File: src/rtl/ser_chan_pkg.sv
package ser_chan_pkg;
  localparam int DW       = 8;
  localparam int NUM_WREG = 8;
  localparam int PW       = $clog2(NUM_WREG);
  localparam int NUM_SRC  = 4;

  // pending source indices
  localparam int SRC_TX   = 0;
  localparam int SRC_STAT = 1;
  localparam int SRC_RX   = 2;
  localparam int SRC_ERR  = 3;

  // register 5 bit positions
  localparam int R5_TXEN = 3;
  localparam int R5_DTR  = 7;
  localparam int R5_RTS  = 1;
  localparam int R5_BRK  = 4;
  localparam int LINE_REG = 5;

  // command field of register 0
  localparam int CMD_LSB = 3;
  typedef enum logic [2:0] {
    CMD_NONE     = 3'b000,
    CMD_CLR_STAT = 3'b010,
    CMD_RST_CHAN = 3'b011,
    CMD_ARM_RX   = 3'b100,
    CMD_CLR_TX   = 3'b101,
    CMD_CLR_ERR  = 3'b110
  } cmd_e;

  typedef struct packed {
    logic rst_chan;
    logic clr_stat;
    logic arm_rx;
    logic clr_tx;
    logic clr_err;
  } cmd_t;
endpackage

File: src/rtl/ser_wreg_file.sv
module ser_wreg_file
  import ser_chan_pkg::*;
#(
  parameter int N  = NUM_WREG,
  parameter int W  = DW,
  localparam int P = $clog2(N)
) (
  input  logic               clk_i,
  input  logic               rst_ni,
  input  logic               ctrl_wr_i,
  input  logic [W-1:0]       wdata_i,
  output logic [P-1:0]       ptr_o,
  output logic               reg0_wr_o,
  output logic [N-1:0][W-1:0] wreg_o,
  output logic [2:0]         line_o,
  output logic [2:0]         line_chg_o
);
  logic [N-1:0][W-1:0] regs_q;
  logic [P-1:0]        ptr;

  assign ptr       = regs_q[0][P-1:0];
  assign ptr_o     = ptr;
  assign reg0_wr_o = ctrl_wr_i && (ptr == '0);
  assign wreg_o    = regs_q;

  for (genvar i = 0; i < N; i++) begin : g_reg
    if (i == 0) begin : g_r0
      always_ff @(posedge clk_i or negedge rst_ni) begin
        if (!rst_ni) regs_q[0] <= '0;
        else if (reg0_wr_o) regs_q[0] <= wdata_i;
        else if (ctrl_wr_i) regs_q[0][P-1:0] <= '0;  // pointer returns home
      end
    end else begin : g_rn
      always_ff @(posedge clk_i or negedge rst_ni) begin
        if (!rst_ni) regs_q[i] <= '0;
        else if (ctrl_wr_i && ptr == P'(i)) regs_q[i] <= wdata_i;
      end
    end
  end

  // line order: 2 dtr, 1 rts, 0 brk
  localparam int LBIT [3] = '{R5_BRK, R5_RTS, R5_DTR};
  logic line_wr;
  assign line_wr = ctrl_wr_i && (ptr == P'(LINE_REG));

  for (genvar l = 0; l < 3; l++) begin : g_line
    logic chg_q;
    always_ff @(posedge clk_i or negedge rst_ni) begin
      if (!rst_ni) chg_q <= 1'b0;
      else         chg_q <= line_wr && (wdata_i[LBIT[l]] != regs_q[LINE_REG][LBIT[l]]);
    end
    assign line_o[l]     = regs_q[LINE_REG][LBIT[l]];
    assign line_chg_o[l] = chg_q;

    AST_CHG_IMPLIES_TOGGLE: assert property (@(posedge clk_i) disable iff (!rst_ni)
      line_chg_o[l] |-> line_o[l] != $past(line_o[l]));
    AST_TOGGLE_FLAGGED: assert property (@(posedge clk_i) disable iff (!rst_ni)
      line_o[l] != $past(line_o[l]) |-> line_chg_o[l]);
  end

  AST_PTR_RETURN: assert property (@(posedge clk_i) disable iff (!rst_ni)
    ctrl_wr_i && ptr != '0 |=> ptr_o == '0);
endmodule

File: src/rtl/ser_cmd_decode.sv
module ser_cmd_decode
  import ser_chan_pkg::*;
#(
  parameter int W = DW
) (
  input  logic         reg0_wr_i,
  input  logic [W-1:0] wdata_i,
  output cmd_t         cmd_o
);
  cmd_e code;
  assign code = cmd_e'(wdata_i[CMD_LSB +: 3]);

  always_comb begin
    cmd_o = '0;
    if (reg0_wr_i) begin
      unique case (code)
        CMD_CLR_STAT: cmd_o.clr_stat = 1'b1;
        CMD_RST_CHAN: cmd_o.rst_chan = 1'b1;
        CMD_ARM_RX:   cmd_o.arm_rx   = 1'b1;
        CMD_CLR_TX:   cmd_o.clr_tx   = 1'b1;
        CMD_CLR_ERR:  cmd_o.clr_err  = 1'b1;
        default:      cmd_o = '0;
      endcase
    end
  end
endmodule

File: src/rtl/ser_int_ctrl.sv
module ser_int_ctrl
  import ser_chan_pkg::*;
#(
  parameter int S = NUM_SRC
) (
  input  logic         clk_i,
  input  logic         rst_ni,
  input  logic         rst_chan_i,
  input  logic [S-1:0] set_i,
  input  logic [S-1:0] clr_i,
  input  logic         arm_i,
  input  logic         rx_char_i,
  input  logic [S-1:0] en_i,
  output logic         rx_hit_o,
  output logic [S-1:0] pend_o,
  output logic         irq_o
);
  logic         armed_q;
  logic [S-1:0] pend_q;

  assign rx_hit_o = rx_char_i && armed_q;

  always_ff @(posedge clk_i or negedge rst_ni) begin
    if (!rst_ni)        armed_q <= 1'b0;
    else if (rst_chan_i) armed_q <= 1'b0;
    else if (arm_i)      armed_q <= 1'b1;
    else if (rx_char_i)  armed_q <= 1'b0;
  end

  for (genvar i = 0; i < S; i++) begin : g_src
    always_ff @(posedge clk_i or negedge rst_ni) begin
      if (!rst_ni)         pend_q[i] <= 1'b0;
      else if (rst_chan_i) pend_q[i] <= 1'b0;
      else if (set_i[i])   pend_q[i] <= 1'b1;
      else if (clr_i[i])   pend_q[i] <= 1'b0;
    end
  end

  assign pend_o = pend_q;
  assign irq_o  = |(pend_q & en_i);

  AST_ARM_ONESHOT: assert property (@(posedge clk_i) disable iff (!rst_ni)
    rx_char_i && armed_q && !arm_i |=> !armed_q);
  AST_RESET_CLEARS: assert property (@(posedge clk_i) disable iff (!rst_ni)
    rst_chan_i |=> pend_o == '0 && !armed_q);
  AST_IRQ_NEEDS_PEND: assert property (@(posedge clk_i) disable iff (!rst_ni)
    irq_o |-> pend_o != '0);
endmodule

File: src/rtl/ser_status_tx.sv
module ser_status_tx
  import ser_chan_pkg::*;
#(
  parameter int W = DW
) (
  input  logic         clk_i,
  input  logic         rst_ni,
  input  logic         rst_chan_i,
  input  logic         data_wr_i,
  input  logic         tx_en_i,
  input  logic [W-1:0] wdata_i,
  input  logic         tx_taken_i,
  input  logic         rx_char_i,
  input  logic         evt_stat_i,
  input  logic         evt_err_i,
  input  logic         clr_err_i,
  output logic         tx_set_o,
  output logic         tx_clr_o,
  output logic [W-1:0] tx_buf_o,
  output logic [W-1:0] stat0_o,
  output logic [W-1:0] stat1_o,
  output logic [W-1:0] stat2_o
);
  logic         empty_q, rx_av_q, err_q, stev_q;
  logic [W-1:0] buf_q;
  logic         accept;

  assign accept   = data_wr_i && tx_en_i;
  assign tx_clr_o = accept;
  assign tx_set_o = tx_taken_i && !empty_q;

  always_ff @(posedge clk_i or negedge rst_ni) begin
    if (!rst_ni) buf_q <= '0;
    else if (accept) buf_q <= wdata_i;
  end

  always_ff @(posedge clk_i or negedge rst_ni) begin
    if (!rst_ni) begin
      empty_q <= 1'b1;
      rx_av_q <= 1'b0;
      err_q   <= 1'b0;
      stev_q  <= 1'b0;
    end else if (rst_chan_i) begin
      empty_q <= 1'b1;
      rx_av_q <= 1'b0;
      err_q   <= 1'b0;
      stev_q  <= 1'b0;
    end else begin
      if (accept)        empty_q <= 1'b0;
      else if (tx_set_o) empty_q <= 1'b1;
      if (rx_char_i)     rx_av_q <= 1'b1;
      if (evt_err_i)     err_q   <= 1'b1;
      else if (clr_err_i) err_q  <= 1'b0;
      if (evt_stat_i)    stev_q  <= 1'b1;
    end
  end

  assign tx_buf_o = buf_q;
  assign stat0_o  = {{(W-3){1'b0}}, empty_q, 1'b0, rx_av_q};
  assign stat1_o  = {{(W-6){1'b0}}, err_q, 5'b0};
  assign stat2_o  = {{(W-1){1'b0}}, stev_q};

  AST_TX_IGNORED: assert property (@(posedge clk_i) disable iff (!rst_ni)
    data_wr_i && !tx_en_i && !rst_chan_i && !tx_taken_i
      |=> $stable(tx_buf_o) && $stable(empty_q));
  AST_TX_LOAD: assert property (@(posedge clk_i) disable iff (!rst_ni)
    accept && !rst_chan_i |=> tx_buf_o == $past(wdata_i) && !stat0_o[2]);
endmodule

File: src/rtl/ser_chan_ctrl.sv
module ser_chan_ctrl
  import ser_chan_pkg::*;
(
  input  logic          clk_i,
  input  logic          rst_ni,
  input  logic          ctrl_wr_i,
  input  logic          data_wr_i,
  input  logic [DW-1:0] wdata_i,
  input  logic          tx_taken_i,
  input  logic          rx_char_i,
  input  logic          evt_stat_i,
  input  logic          evt_err_i,
  input  logic [1:0]    rd_sel_i,
  output logic [DW-1:0] rd_data_o,
  output logic [NUM_SRC-1:0] pend_o,
  output logic          irq_o,
  output logic [DW-1:0] tx_buf_o,
  output logic          dtr_o,
  output logic          rts_o,
  output logic          brk_o,
  output logic          dtr_chg_o,
  output logic          rts_chg_o,
  output logic          brk_chg_o
);
  logic [PW-1:0]                ptr;
  logic                         reg0_wr;
  logic [NUM_WREG-1:0][DW-1:0]  wreg;
  logic [2:0]                   line, line_chg;
  cmd_t                         cmd;
  logic                         tx_set, tx_clr, rx_hit;
  logic [DW-1:0]                stat0, stat1, stat2;
  logic [NUM_SRC-1:0]           set_v, clr_v;

  ser_wreg_file #(.N(NUM_WREG), .W(DW)) i_wreg (
    .clk_i, .rst_ni, .ctrl_wr_i, .wdata_i,
    .ptr_o(ptr), .reg0_wr_o(reg0_wr), .wreg_o(wreg),
    .line_o(line), .line_chg_o(line_chg)
  );

  ser_cmd_decode #(.W(DW)) i_dec (
    .reg0_wr_i(reg0_wr), .wdata_i, .cmd_o(cmd)
  );

  ser_status_tx #(.W(DW)) i_stat (
    .clk_i, .rst_ni, .rst_chan_i(cmd.rst_chan), .data_wr_i,
    .tx_en_i(wreg[LINE_REG][R5_TXEN]), .wdata_i, .tx_taken_i, .rx_char_i,
    .evt_stat_i, .evt_err_i, .clr_err_i(cmd.clr_err),
    .tx_set_o(tx_set), .tx_clr_o(tx_clr), .tx_buf_o,
    .stat0_o(stat0), .stat1_o(stat1), .stat2_o(stat2)
  );

  always_comb begin
    set_v = '0;
    clr_v = '0;
    set_v[SRC_TX]   = tx_set;
    set_v[SRC_STAT] = evt_stat_i;
    set_v[SRC_RX]   = rx_hit;
    set_v[SRC_ERR]  = evt_err_i;
    clr_v[SRC_TX]   = tx_clr | cmd.clr_tx;
    clr_v[SRC_STAT] = cmd.clr_stat;
    clr_v[SRC_ERR]  = cmd.clr_err;
  end

  ser_int_ctrl #(.S(NUM_SRC)) i_int (
    .clk_i, .rst_ni, .rst_chan_i(cmd.rst_chan), .set_i(set_v), .clr_i(clr_v),
    .arm_i(cmd.arm_rx), .rx_char_i, .en_i(wreg[1][NUM_SRC-1:0]),
    .rx_hit_o(rx_hit), .pend_o, .irq_o
  );

  always_comb begin
    unique case (rd_sel_i)
      2'd0: rd_data_o = stat0;
      2'd1: rd_data_o = stat1;
      2'd2: rd_data_o = stat2;
      default: rd_data_o = {{(DW-PW){1'b0}}, ptr};
    endcase
  end

  assign dtr_o     = line[2];
  assign rts_o     = line[1];
  assign brk_o     = line[0];
  assign dtr_chg_o = line_chg[2];
  assign rts_chg_o = line_chg[1];
  assign brk_chg_o = line_chg[0];

  AST_CMD_ONEHOT: assert property (@(posedge clk_i) disable iff (!rst_ni)
    $onehot0(cmd));
  AST_CMD_ONLY_ON_REG0: assert property (@(posedge clk_i) disable iff (!rst_ni)
    cmd != '0 |-> ctrl_wr_i);
endmodule

File: config.mk
export PLATFORM = sky130hd
export DESIGN_NAME = ser_chan_ctrl
export DESIGN_NICKNAME = d
export VERILOG_FILES = /design/src/rtl/ser_chan_pkg.sv /design/src/rtl/ser_wreg_file.sv /design/src/rtl/ser_cmd_decode.sv /design/src/rtl/ser_int_ctrl.sv /design/src/rtl/ser_status_tx.sv /design/src/rtl/ser_chan_ctrl.sv
export SDC_FILE = /design/constraint.sdc
export NUM_CORES = 1
export LEC_CHECK = 0
export BUFFER_PORTS_ARGS = -buffer_cell sky130_fd_sc_hd__buf_2
export CAP_MARGIN = 5
export CELL_PAD_IN_SITES_DETAIL_PLACEMENT = 1
export CELL_PAD_IN_SITES_GLOBAL_PLACEMENT = 1
export CORE_MARGIN = 2
export CORE_UTILIZATION = 37
export CTS_CLUSTER_DIAMETER = 80
export DETAILED_ROUTE_END_ITERATION = 7
export GPL_TIMING_DRIVEN = 1
export PLACE_DENSITY_LB_ADDON = 0.25
export SLEW_MARGIN = 10
export SYNTH_ARGS = -nofsm -noshare
export SYNTH_HDL_FRONTEND = slang
export SYNTH_SLANG_ARGS = --single-unit
File: constraint.sdc
create_clock -name clk_i -period 1.6 [get_ports clk_i]
set_input_delay 0.16 -clock clk_i [delete_from_list [all_inputs] [get_ports clk_i]]
set_output_delay 0.16 -clock clk_i [all_outputs]
set_load 0.03 [all_outputs]
-- Yosys cells after proc, flatten, opt, wreduce, memory -nomap -nowiden
Cells that the tools add are included.
- register bits after elaboration: 34
- input bits: 18
- output and inout port bits: 27
- logic and storage cells: 81
- equal/unequal tests: 12
- multiplexer cells: 30
- bitwise gates (word level): 2
- reductions and logical operators: 22
- operators with widths (operator ; count):
    two-way mux 1 bit ; 26
    case mux 6 bit (3 select lines) ; 1
    nonzero test 3 bit ; 5
    equality test 3 bit, second input constant ; 4
    logical AND 1 bit ; 9
    nonzero test 2 bit ; 4
    equality test 3 x 2 -> 1 bit, second input constant ; 2
    two-way mux 3 bit ; 2
    two-way mux 5 bit ; 1
    AND 4 bit ; 1
    OR reduction 4 bit ; 1
    equality test 3 x 1 -> 1 bit, second input constant ; 1
    logical NOT 3 bit ; 1
    != test 1 bit ; 3
    equality test 2 x 1 -> 1 bit, second input constant ; 1
    equality test 2 bit, second input constant ; 1
    logical NOT 2 bit ; 1
    logical NOT 1 bit ; 1
    OR 1 bit ; 1

-- Depth between registers and ports, before layout
- word-level depth: 7
- gate-level depth with buffers: 3
- depth with buffers taken out: 3

-- Hierarchy
A second synthesis with hierarchy kept.
- cell total of the unflattened synthesis: 270
- area total of the unflattened synthesis: 3812.4 um2
- modules (own cells, without submodules) (module ; times used ; cells each ; area each (um2) ; sequential area each (um2)):
    ser_wreg_file ; 1 ; 166 ; 2642.5 ; 1676.6
    ser_status_tx ; 1 ; 57 ; 681.9 ; 301.5
    ser_int_ctrl ; 1 ; 24 ; 230.2 ; 125.1
    ser_chan_ctrl ; 1 ; 18 ; 198.9 ; 0.0
    ser_cmd_decode ; 1 ; 5 ; 58.8 ; 0.0

-- Least setup slack after synthesis
Ideal clock, no wire load.
- path type: flip-flop to flip-flop
- from: register i_wreg.regs_q, in the netlist i_wreg.ptr_o[0]
- to: register i_int.armed_q
- library setup time: 0.131 ns
- arrival time: 1.209 ns
- data required time: 1.469 ns
- path slack: 0.259 ns
- cell stages (with the launch flop): 4
- path buffers: 0
- period minus slack after synthesis: 1.341 ns
- cell sequence: dfrtp_1 nor4b_4 nor2_1 or3_1
- longest elaborated chain between the ends: 5
- elaborated cells between the ends (all ways): 6
- classes of those cells: mux (3); reduce/logical (3)
- RTL lines (item ; RTL line ; source):
    start: declaration ; ser_wreg_file.sv:18 ; logic [N-1:0][W-1:0] regs_q;
    logical NOT 3 bit (*) ; ser_wreg_file.sv:23 ; assign reg0_wr_o = ctrl_wr_i && (ptr == '0);
    logical AND 1 bit (*) ; ser_wreg_file.sv:23 ;
    two-way mux 5 bit (*) ; ser_cmd_decode.sv:15 ; if (reg0_wr_i) begin
    two-way mux 1 bit ; ser_int_ctrl.sv:26 ; else if (arm_i) armed_q <= 1'b1;
    two-way mux 1 bit ; ser_int_ctrl.sv:25 ; else if (rst_chan_i) armed_q <= 1'b0;
    end signal: assignment ; ser_int_ctrl.sv:25 ;
    end signal: assignment ; ser_int_ctrl.sv:26 ;
    end signal: assignment ; ser_int_ctrl.sv:27 ; else if (rx_char_i) armed_q <= 1'b0;
    end: declaration ; ser_int_ctrl.sv:18 ; logic armed_q;
Mark *: on every way between the ends. The rest lies on a longest branch, timed or not.
A chain may end at the register's enable or synchronous reset.

-- Worst setup path after layout
- from: register i_wreg.regs_q, in the netlist i_wreg.ptr_o[0]
- to: output rd_data_o[0]
- longest elaborated chain between the ends: 1
- RTL lines (item ; RTL line ; source):
    case mux 6 bit (3 select lines) ; ser_chan_ctrl.sv:71 ; unique case (rd_sel_i)
    end: declaration ; ser_chan_ctrl.sv:14 ; output logic [DW-1:0] rd_data_o,
Every way passes these cells.

==> results list <==
- Leading register cell type out of synthesis: dfrtp_1
* Total Die Area: 4040 um2
- The floorplan step set the die width to approximately 64 um.
- Residual antenna-violating net count after detailed routing: 0
- Of the total power, the share spent switching nets is 0.403.
- The max-slew violation total from the final report was 0.
* Period minus WS final: roughly 1.5 ns
* Worst flop-to-flop path startpoint: i_wreg.ptr_o[0]$_DFFE_PN0P_
* Total number of nets in the final design: around 180
- For this run, the slowest stage of the critical path takes 0.41 ns.
* Total area of multi-input combinational cells: between 500 and 600 um2
- After synthesis, the share of flip-flops with an asynchronous set or reset is 1.00.
- Setup repair after global routing left no endpoint under its margin.
- Number of cell rows: 21
- Clk sinks: 30
- STA classifies the critical path startpoint as a flop.
* Sum Neg Setup Slack: 0 ns
- Setup violations remaining at the end of the flow were counted as 0.
- Via count: 976
- I/O pin total: 45
* Cell family with the largest share of critical-path delay: flip-flops
- Number of iterations in the first detailed-routing pass: 4
- Clock skew on the completed layout was measured at ~0.0026 ns.
* Final worst path period share: 0.953
* Worst EP arrival: ~1.4 ns
- CP Class: flop to primary output
- Number of antenna violations at the first check in global routing: 0
* DR DRC count: 0
* Maximum number of pins on one net before global-route repair: 31
- STA puts the critical path data required time at about 1.4 ns.
- Clock-pin slew on the worst setup and hold paths: 0.08 ns
- CTS Root Buffer Type: clkbuf_4
- Worst setup EP type: primary output
- Static power due to leakage: between 0.0007 and 0.0008 uW
* Commonest non-fill, non-tap cells in the layout: buf_2, dfrtp_1, mux2_2
- The critical path starts at i_wreg.ptr_o[0]$_DFFE_PN0P_.
* Worst-case clock buffer depth: 2
* Internal portion of total power: between 1500 and 2000 uW
* Syn Area/Cell: 12.2 um2
* Number of DRC markers after the initial detailed-route iteration: 19
- Cell-by-cell listing of the critical path: mux2_2, a22o_1, buf_6
* CTS Buf Count: 5
* Number of antenna diodes: 0
- Total detailed-routing wirelength: around 2900 um
- Routed length per placed instance: 14.1 um
- CTS built an H-tree with a depth of 2.
- The worst-case IR drop observed on VDD is 0.745 mV.
* Wire length of the first global-routing pass: about 4800 um
- Post-Synthesis Cells: 108
- Max-cap violations: 0
* Synth warnings: 0
- In this run the tightest slew margin relative to its limit is 0.565.
- Cell area after synthesis: between 1000 and 1500 um2
* Clock Power Share: 0.143
* IO buf count: 40
* Fillcell total: ~410
* Area of the placeable core: ~3400 um2
* Worst setup slack for register-to-register paths: 0.14 ns
- Worst skew pair latency: 0.32 ns
- Summed over all nets, the half-perimeter wirelength after detailed placement is roughly 2200 um.
- The netlist uses 28 different library cells.
- In the routed layout, each cell is associated on average with a via count of about 4.8.
- Of the total power, registers draw 0.435.
* Startpoint of the tightest hold check path: wdata_i[6]
- Post-synthesis sequential area ratio: 0.572
- Hold timing on the final database bottoms out at a slack of 0.0627 ns.
- TritonCTS built the clock tree.
* Slowest-stage cell, CP: dfrtp_2
* Number of enable flip-flop cells after synthesis: 0
- Placer's final routability congestion estimate: roughly 0.74
* Area occupied by registers: 753 um2
- Leaving out fill and tap cells, the most frequent cell in the layout is buf_2.
* Area growth from synthesis to layout: 25.0%
- Maximum fanout encountered on the critical timing path: 2
- Tightest Pin Transition: 0.652 ns
- Critical path buffer and inverter count: 1
- Of the total power, combinational logic draws 0.422.
- Synthesis inferred 30 register bits.
- The number of global-route vias before repair is ~1.0k.
- Net switching power of the design: around 1100 uW
- Die boundary height: 63.6 um
- Global-route total usage across every layer: 0.157
- Power per Cell Area: roughly 1700 nW/um2
- Starting density of the core: 0.391
- Type of the most critical hold path: input pin to flop
- Summed over all layers, the global routing overflow is 0.
* Upper clock frequency limit: approximately 660 MHz
- Layout cell share with drive strength beyond 1: 0.449
- Result of the run: finished, final reports clean
- The hold violation total from the final report came to 0.
-- metal layers --
layer | wire, um | global-route usage | part of all wire | up-vias
met5 | 0 | 0 | 0 | -
met3 | 147 | 0.0536 | 0.051 | 5
li1 | - | - | - | 464
met4 | 31 | 0.0652 | 0.011 | 0
met1 | 1220 | 0.188 | 0.42 | 481
met2 | 1470 | 0.258 | 0.51 | 26
-- power by group through the flow --
stage,Combinational [uW],Sequential [uW],Clock [uW]
after floorplan,487,1530,0
after global placement,1130,1210,0
after detailed placement,1150,1230,0
after CTS,1170,1210,425
after global routing,1250,1240,454
final,1170,1210,398
-- cell usage after synthesis (all sizes together) (2+ instances only) --
cell type / instances / area (um2)
a21oi: 3 / 15.0
a22o: 2 / 17.5
a22oi: 2 / 15.0
a31oi: 3 / 18.8
buf: 5 / 37.5
dfrtp: 29 / 726
inv: 3 / 11.3
mux2: 17 / 191
nand2: 10 / 37.5
nand2b: 3 / 18.8
nand3: 2 / 15.0
nor2: 7 / 26.3
nor2b: 2 / 12.5
o21a: 2 / 15.0
o21ai: 4 / 20.0
xnor2: 3 / 26.3
-- layout make-up --
type / count / share of cell area
Clock buffer: 7 / 0.0274
Multi-Input combinational cell: 72 / 0.317
Inverter: 3 / 0.00686
Timing Repair Buffer: 46 / 0.155
Tap cell: 46 / 0.0351
Sequential cell: 30 / 0.459
-- worst register-to-register path: cells and delay by family, from the launching register on --
family	cells	cell delay, ns
DFF	1	0.41
buffers and inverters	2	0.34
and+or+nand+nor	3	0.59
-- path summary, 6_finish.rpt --
| check | endpoint | depth (start not counted) |
|---|---|---|
| worst max-delay path | rd_data_o[0] | 3 |
| worst max register to register | i_int.armed_q$_DFFE_PN0P_ | 5 |
| worst min-delay path | i_stat.tx_buf_o[6]$_DFFE_PN0P_ | 2 |
| min in group asynchronous | i_stat.tx_buf_o[6]$_DFFE_PN0P_ | 2 |
| max in group asynchronous | i_wreg.ptr_o[0]$_DFFE_PN0P_ | 2 |
| worst min register to register | i_stat.tx_buf_o[6]$_DFFE_PN0P_ | 1 |
-- repair_timing --
item,CTS,global route
pin swaps,0,1
setup buffers,1,2
endpoints found under the hold margin,29,0
hold buffers,1,0
resized for setup,1,3
gates cloned,0,0
setup endpoints to repair,1,3
-- logic make-up after synthesis --
group | count (synthesis) | share of synthesized area
flops | 30 | 0.572
mux | 18 | 0.153
compound gates | 17 | 0.0829
simple gates | 30 | 0.129
xor+xnor | 3 | 0.0200
buf+inv | 9 | 0.0400
other cells | 1 | 0.00285
-- sequential cells by signal, summed over array words and instances, names as in the netlist --
name and cells:
i_wreg.ptr_o 3, i_wreg.g_line.chg_q 3, i_stat.stev_q 1, i_wreg.wreg_o 5
i_int.armed_q 1, i_stat.tx_buf_o 8, i_wreg.line_o 3, i_stat.rx_av_q 1
i_int.pend_o 4, i_stat.empty_q 1
-- per-stage QoR --
| step | cell area [um2] | power, uW | std cells | setup slack [ns] | util |
|---|---|---|---|---|---|
| after floorplan | 1330 | 2010 | 111 | 0.259 | - |
| after global placement | 1560 | 2330 | 193 | 0.195 | 0.463 |
| after global routing | 1640 | 2950 | 204 | 0.0123 | 0.488 |
| after CTS | 1620 | 2800 | 202 | 0.0343 | 0.482 |
| final | 1640 | 2780 | 204 | 0.0751 | 0.488 |
| after detailed placement | 1560 | 2380 | 193 | 0.151 | 0.463 |
Power figures use the tool's default switching activity.
